$ cat src/rtl/chien_pkg.sv
package chien_pkg;
  localparam int SYM_W = 14;
  localparam logic [SYM_W:0] POLY13 = 15'h201B;
  localparam logic [SYM_W:0] POLY14 = 15'h4443;

  // one step: multiply by the primitive element in the selected field
  function automatic logic [SYM_W-1:0] mul_alpha(logic [SYM_W-1:0] v, logic wide);
    logic [SYM_W:0] s;
    s = {v, 1'b0};
    if (wide) begin
      if (s[14]) s = s ^ POLY14;
    end else begin
      if (s[13]) s = s ^ POLY13;
    end
    return s[SYM_W-1:0];
  endfunction

  // multiply by alpha^n, n small and constant at each call site
  function automatic logic [SYM_W-1:0] mul_alpha_pow(logic [SYM_W-1:0] v, logic wide, int n);
    logic [SYM_W-1:0] a;
    a = v;
    for (int i = 0; i < 32; i++)
      if (i < n) a = mul_alpha(a, wide);
    return a;
  endfunction
endpackage

$ cat src/rtl/chien_core.sv
module chien_core
  import chien_pkg::*;
#(
  parameter int NCOEF = 25,
  parameter int LEN_W = 16,
  localparam int NC_W = $clog2(NCOEF)
)(
  input  logic                       clk,
  input  logic                       rst_n,
  input  logic                       start,
  input  logic                       stop,
  input  logic                       wide,
  input  logic [NC_W-1:0]            ncoef_m1,
  input  logic [LEN_W-1:0]           len,
  input  logic [NCOEF-1:0][SYM_W-1:0] sigma_in,
  output logic                       busy,
  output logic                       hit,
  output logic [LEN_W-1:0]           pos,
  output logic                       finish
);
  logic [SYM_W-1:0] term [NCOEF];
  logic [LEN_W-1:0] k_q, last_q;
  logic             wide_q;
  logic [SYM_W-1:0] sum;

  always_comb begin
    sum = '0;
    for (int j = 0; j < NCOEF; j++) sum = sum ^ term[j];
  end

  assign hit    = busy && (sum == '0);
  assign pos    = k_q + 1'b1;
  assign finish = busy && (k_q == last_q);

  for (genvar j = 0; j < NCOEF; j++) begin : g_term
    always_ff @(posedge clk or negedge rst_n) begin
      if (!rst_n)
        term[j] <= '0;
      else if (start)
        term[j] <= (NC_W'(j) <= ncoef_m1) ? sigma_in[j] : '0;
      else if (busy)
        term[j] <= mul_alpha_pow(term[j], wide_q, j);
    end
  end

  always_ff @(posedge clk or negedge rst_n) begin
    if (!rst_n) begin
      busy   <= 1'b0;
      k_q    <= '0;
      last_q <= '0;
      wide_q <= 1'b0;
    end else if (start) begin
      busy   <= (len != '0);
      k_q    <= '0;
      last_q <= len - 1'b1;
      wide_q <= wide;
    end else if (stop) begin
      busy <= 1'b0;
    end else if (busy) begin
      k_q <= k_q + 1'b1;
      if (k_q == last_q) busy <= 1'b0;
    end
  end
endmodule

$ cat src/rtl/root_store.sv
module root_store #(
  parameter int NLOC  = 24,
  parameter int LEN_W = 16,
  parameter int CNT_W = 5,
  localparam int CNT_MAX = (1 << CNT_W) - 1
)(
  input  logic                       clk,
  input  logic                       rst_n,
  input  logic                       clear,
  input  logic                       hit,
  input  logic [LEN_W-1:0]           pos,
  output logic [CNT_W-1:0]           cnt,
  output logic [NLOC-1:0][LEN_W-1:0] loc
);
  always_ff @(posedge clk or negedge rst_n) begin
    if (!rst_n) begin
      cnt <= '0;
      loc <= '0;
    end else if (clear) begin
      cnt <= '0;
    end else if (hit) begin
      if (int'(cnt) < NLOC) loc[cnt] <= pos;
      if (cnt != CNT_W'(CNT_MAX)) cnt <= cnt + 1'b1;
    end
  end
endmodule

$ cat src/rtl/chien_locator.sv
module chien_locator
  import chien_pkg::*;
#(
  parameter int NCOEF  = 25,
  parameter int NLOC   = 24,
  parameter int LEN_W  = 16,
  parameter int CNT_W  = 5,
  parameter int ADDR_W = 6,
  parameter int DATA_W = 32,
  localparam int NC_W  = $clog2(NCOEF)
)(
  input  logic              clk,
  input  logic              rst_n,
  input  logic              wr_en,
  input  logic              rd_en,
  input  logic [ADDR_W-1:0] addr,
  input  logic [DATA_W-1:0] wdata,
  output logic [DATA_W-1:0] rdata,
  output logic              irq
);
  localparam logic [ADDR_W-1:0] A_CFG   = ADDR_W'(0);
  localparam logic [ADDR_W-1:0] A_START = ADDR_W'(1);
  localparam logic [ADDR_W-1:0] A_STOP  = ADDR_W'(2);
  localparam logic [ADDR_W-1:0] A_STAT  = ADDR_W'(3);
  localparam logic [ADDR_W-1:0] A_IEN   = ADDR_W'(4);
  localparam logic [ADDR_W-1:0] A_IDIS  = ADDR_W'(5);
  localparam logic [ADDR_W-1:0] A_IMSK  = ADDR_W'(6);
  localparam logic [ADDR_W-1:0] A_ISR   = ADDR_W'(7);
  localparam int A_SIG = 8;
  localparam int A_LOC = 40;

  logic                        wide_sel, irq_mask, done;
  logic [NC_W-1:0]             ncoef_m1;
  logic [NCOEF-1:0][SYM_W-1:0] sig;
  logic                        busy, hit, finish;
  logic [LEN_W-1:0]            pos;
  logic [CNT_W-1:0]            root_cnt;
  logic [NLOC-1:0][LEN_W-1:0]  loc;

  wire start_wr = wr_en && (addr == A_START);
  wire stop_wr  = wr_en && (addr == A_STOP) && wdata[0];
  wire isr_rd   = rd_en && (addr == A_ISR);
  wire unused_wdata = ^wdata;

  always_ff @(posedge clk or negedge rst_n) begin
    if (!rst_n) begin
      wide_sel <= 1'b0;
      ncoef_m1 <= '0;
      irq_mask <= 1'b0;
    end else if (wr_en) begin
      if (addr == A_CFG) begin
        wide_sel <= wdata[0];
        ncoef_m1 <= wdata[16 +: NC_W];
      end
      if (addr == A_IEN && wdata[0])  irq_mask <= 1'b1;
      if (addr == A_IDIS && wdata[0]) irq_mask <= 1'b0;
    end
  end

  for (genvar j = 0; j < NCOEF; j++) begin : g_sig
    always_ff @(posedge clk or negedge rst_n) begin
      if (!rst_n)
        sig[j] <= '0;
      else if (wr_en && addr == ADDR_W'(A_SIG + j))
        sig[j] <= wdata[SYM_W-1:0];
    end
  end

  always_ff @(posedge clk or negedge rst_n) begin
    if (!rst_n)        done <= 1'b0;
    else if (start_wr) done <= (wdata[LEN_W-1:0] == '0);
    else if (finish)   done <= 1'b1;
    else if (isr_rd)   done <= 1'b0;
  end

  assign irq = done && irq_mask;

  chien_core #(.NCOEF(NCOEF), .LEN_W(LEN_W)) u_core (
    .clk(clk), .rst_n(rst_n), .start(start_wr), .stop(stop_wr),
    .wide(wide_sel), .ncoef_m1(ncoef_m1), .len(wdata[LEN_W-1:0]),
    .sigma_in(sig), .busy(busy), .hit(hit), .pos(pos), .finish(finish)
  );

  root_store #(.NLOC(NLOC), .LEN_W(LEN_W), .CNT_W(CNT_W)) u_store (
    .clk(clk), .rst_n(rst_n), .clear(start_wr), .hit(hit), .pos(pos),
    .cnt(root_cnt), .loc(loc)
  );

  always_comb begin
    rdata = '0;
    case (addr)
      A_CFG:  begin rdata[0] = wide_sel; rdata[16 +: NC_W] = ncoef_m1; end
      A_STAT: rdata[0] = busy;
      A_IMSK: rdata[0] = irq_mask;
      A_ISR:  begin rdata[0] = done; rdata[8 +: CNT_W] = root_cnt; end
      default: begin
        for (int i = 0; i < NLOC; i++)
          if (addr == ADDR_W'(A_LOC + i)) rdata[LEN_W-1:0] = loc[i];
      end
    endcase
  end
endmodule

$ cat config.mk
export PLATFORM = sky130hd
export DESIGN_NAME = chien_locator
export DESIGN_NICKNAME = d
export VERILOG_FILES = /design/src/rtl/chien_pkg.sv /design/src/rtl/chien_core.sv /design/src/rtl/root_store.sv /design/src/rtl/chien_locator.sv
export SDC_FILE = /design/constraint.sdc
export NUM_CORES = 2
export LEC_CHECK = 0
export CAP_MARGIN = 0
export CORE_ASPECT_RATIO = 1.25
export CORE_UTILIZATION = 30
export CTS_CLUSTER_SIZE = 12
export DETAILED_ROUTE_END_ITERATION = 16
export DONT_BUFFER_PORTS = 1
export PLACE_DENSITY_LB_ADDON = 0.3
export SYNTH_ARGS = -nofsm -noshare
export SYNTH_HDL_FRONTEND = slang
export SYNTH_HIERARCHICAL = 1
export SYNTH_SLANG_ARGS = --single-unit
$ cat constraint.sdc
create_clock -name clk -period 4.15 [get_ports clk]
set_clock_uncertainty 0.1 [all_clocks]
set_input_delay 0.2075 -clock clk [delete_from_list [all_inputs] [get_ports clk]]
set_output_delay 0.2075 -clock clk [all_outputs]
set_load 0.01 [all_outputs]
==> flow_summary_export.csv <==
group,metric,value,unit
status,run_status,"finished, final reports clean",
drt,num_vias,53497,
layout,sequential_cell_area,28400,um^2
placed_design,globalplace.congestion,0.911,
synth,synth-edff-count,0,
synth,yosys.cell_types.count,107,
setup_path,path_cells,"xnor2_2 -> xnor2_2 -> xnor2_2 -> xnor2_1 -> xnor2_1 -> nand4_1 -> nor4_4 -> buf_4 -> or4b_4 -> nor2_8 -> clkbuf_16 -> mux2_4",
clock_network,ctsHtreeMaxLevel,4,
drt,totalWireLength,251000,um
layout,mostFrequentLayoutCell,"sky130_fd_sc_hd__xnor2_1",
clock_network,clkLatencyLatePin,0.82,ns
drt,viasPerCell,5.16,
global_routing,wire_length_of_the_first_global_routing_pass,371000,um
floorplanning,number_of_standard_cell_rows_in_the_floorplan,201,
drt,firstDrtPassIters,6,
setup_path,worst-setup-path-type,"reg2reg",
clock_network,clock-sinks,1131,
clock_network,number_of_clock_buffers_inserted_by_tritoncts,130,
floorplanning,floorplan.core_area,240000,um^2
drt,routedWlPerCell,24.2,um
drt,drtAntennaViolNets,0,
synth,post_syn_area_per_cell,10.1,um^2
floorplanning,ioPinCount,75,
setup_path,cp_data_arrival_time,4.71,ns
setup_path,cell_mode_on_critical_path,"sky130_fd_sc_hd__xnor2_2",
setup_path,critPathLaunch,"u_core/term[338]$_DFFE_PN0P_",
layout,area_growth_syn_to_layout,15.1,%
floorplanning,initial_utilization,30.1,%
setup_path,rr_endpoint,"u_store/loc[124]$_DFFE_PN0P_",
sta,final_setup_violating_endpoints,0,
floorplanning,die-width,441,um
setup_path,critical_path.max_fanout,6,
clock_network,clockRootBuffer,"sky130_fd_sc_hd__clkbuf_16",
placed_design,placement.setup.worst_slack,-0.625,ns
clock_network,cts.path.max_buffers,3,
sta,timing.setup.tns,0,ns
setup_path,r2r_setup_slack,0.04,ns
setup_path,critPathLaunchType,"flop",
synth,ys_async_sr_fraction,100,%
sta,post-route-min-period,4.11,ns
setup_path,cp.required,4.75,ns
sta,rsz_0062_raised_after_global_routing,"true",
sta,period_share,99.0,%
layout,footprint_of_the_multi_input_gates,41800,um^2
placed_design,half_perimeter_wire_length_after_detailed_placement,164000,um
synth,dominantRegCellSynth,"sky130_fd_sc_hd__dfrtp_1",
setup_path,cp-endpoint,"u_store/loc[124]$_DFFE_PN0P_",
sta,worst_slew_pin_slew,1.33,ns
global_routing,grt_remaining_overflow,0,
layout,final_core_utilization,34.7,%
setup_path,slowest_delay,0.68,ns
floorplanning,height_of_the_die,551,um
synth,synth.cell_area,72200,um^2
sta,max_slew_margin,11.3,%
flow_run,drv_cap,0,
setup_path,timing.critical_path.to_type,"flop",
clock_network,clock_slew_at_the_register_clock_pins_of_the_worst_setup_and_hold_paths,0.06,ns
layout,post_route_cells_drive_above_1_share,22.1,%
global_routing,global_route.usage.total,20.3,%
sta,hold_slack,0.0486,ns
global_routing,grt_antenna_before_repair,19,
floorplanning,design.die.area,243000,um^2
sta,final_report_hold_violation_count,0,
sta,timing.final.ws_setup,0.0400,ns
setup_path,worstRegToRegCells,12,
layout,most-common-layout-cells,"sky130_fd_sc_hd__xnor2_1 (1,152), sky130_fd_sc_hd__dfrtp_1 (1,095), sky130_fd_sc_hd__mux2_2 (708)",
drt,detail_route.iter0.violations,3829,
layout,fin_nets,7158,
placed_design,number_of_buffers_inserted_by_port_buffering,0,
synth,syn-instance-count,7185,
global_routing,grt_pass1_vias,54429,
setup_path,cp_slowest_cell,"sky130_fd_sc_hd__nor4_4",
synth,ys_ff_latch,1131,
synth,synth.yosys.seq_area_share,39.2,%
clock_network,tritoncts,"yes",
sta,maxSlewViolCount,0,
min_path,worst_hold_startpoint,"wdata[0]",
layout,layout.filler_cells,24133,
synth,number_of_warnings_issued_by_yosys,6,
min_path,hold_path_class,"in2reg",
setup_path,critical_path.reg2reg.startpoint,"u_core/term[338]$_DFFE_PN0P_",
sta,max_clock_freq,243,MHz
global_routing,grt_start_max_net_pins,273,
drt,drt_drc_violations_left,0,
## what timing repair did
action                                  4_1_cts  5_1_grt
resized for setup                            55       92
endpoints found under the setup margin      388      324
gates cloned                                  0        4
hold buffers                                 68        0
buffers inserted                              0       10
hold endpoints to repair                   1180        0
pin swaps                                     4       28
## state kept, by name, indices dropped and copies added, names as in the netlist, 5 cells and up
signal and count:
u_store/loc 384, u_store/cnt 5, ncoef_m1 5, u_core/k_q 16, u_core/last_q 16, u_core/term 350, sig 350
## kinds of logic (layout without fill, tap and decap cells)
| kind of cell | count (synthesis) | in the layout | synth area share (%) |
|---|---|---|---|
| adder cells (fa/ha/maj) | 7 | 7 | 0.121 |
| AND/OR/NAND/NOR | 1318 | 1318 | 7.97 |
| other | 1 | 19 | 0.00519 |
| buffers and inverters | 696 | 707 | 4.36 |
| AO/OA/AOI/OAI | 1268 | 1268 | 10.3 |
| multiplexers | 953 | 953 | 15.1 |
| flip-flops | 1131 | 1131 | 39.2 |
| XOR/XNOR | 1811 | 1811 | 23.0 |
## metrics by stage
stage	std cells	instance area, um^2
after floorplan	7195	72300
after global placement	10040	76700
after detailed placement	10040	76700
after CTS	10337	82400
after global routing	10356	83100
final	10360	83200
## per-layer routing
metal	share of wire (%)	up-vias	global-route usage (%)
met5	0.012	-	0
met4	4.4	4	8.93
met3	4.6	412	2.88
met2	50	1457	35.0
met1	41	27576	25.1
li1	-	24048	-
## final cells by class
| type | instances | share of cell area, % |
|---|---|---|
| flip-flops and latches | 1131 | 34.1 |
| clock buffers | 193 | 4.55 |
| inverters | 28 | 0.135 |
| repair buffers | 450 | 5.44 |
| well taps | 3146 | 4.73 |
| clock inverters | 36 | 0.781 |
| diodes | 8 | 0.0241 |
| multi-input cells | 5368 | 50.2 |
## worst max-delay path, delay by kind of cell (launching register included)
family	cells	cell delay, ns
buffers and inverters	2	0.43
xor gates and xnor gates	5	1.18
muxes	1	0.30
DFF	1	0.41
and+or+nand+nor	4	1.57
## Yosys cell counts (25+ instances only)
| master | number | area share, % |
|---|---|---|
| sky130_fd_sc_hd__a21oi_1 | 591 | 4.1 |
| sky130_fd_sc_hd__mux2i_1 | 169 | 2.3 |
| sky130_fd_sc_hd__nor2b_1 | 26 | 0.23 |
| sky130_fd_sc_hd__buf_2 | 135 | 0.94 |
| sky130_fd_sc_hd__nor2_1 | 662 | 3.4 |
| sky130_fd_sc_hd__xor2_1 | 514 | 6.2 |
| sky130_fd_sc_hd__a22oi_1 | 49 | 0.51 |
| sky130_fd_sc_hd__buf_1 | 64 | 0.33 |
| sky130_fd_sc_hd__o21ai_0 | 306 | 2.1 |
| sky130_fd_sc_hd__mux2_4 | 50 | 1.0 |
| sky130_fd_sc_hd__xnor2_1 | 1245 | 15 |
| sky130_fd_sc_hd__clkbuf_1 | 393 | 2.0 |
| sky130_fd_sc_hd__dfrtp_1 | 1131 | 39 |
| sky130_fd_sc_hd__xnor3_1 | 30 | 0.94 |
| sky130_fd_sc_hd__a221oi_1 | 50 | 0.61 |
| sky130_fd_sc_hd__buf_4 | 57 | 0.59 |
| sky130_fd_sc_hd__nor3_1 | 30 | 0.21 |
| sky130_fd_sc_hd__nand3_1 | 31 | 0.21 |
| sky130_fd_sc_hd__a31oi_1 | 32 | 0.28 |
| sky130_fd_sc_hd__inv_1 | 25 | 0.13 |
| sky130_fd_sc_hd__nand2_1 | 413 | 2.1 |
| sky130_fd_sc_hd__mux2_2 | 716 | 11 |
| sky130_fd_sc_hd__a211oi_1 | 39 | 0.41 |
## worst min path at each step
stage	to	slack, ns	cells after the start
floorplan	done$_DFFE_PN0P_	-0.19	0
global placement	u_core/term[87]$_DFFE_PN0P_	-0.17	0
detailed placement	u_core/term[87]$_DFFE_PN0P_	-0.17	0
CTS	irq_mask$_DFFE_PN0P_	0.004	3
global route	irq_mask$_DFFE_PN0P_	0.05	3
finish	irq_mask$_DFFE_PN0P_	0.05	3
Power is left out: the tool's default activity adds up to more than one toggle a clock period on the data nets, which glitch-free logic cannot reach.
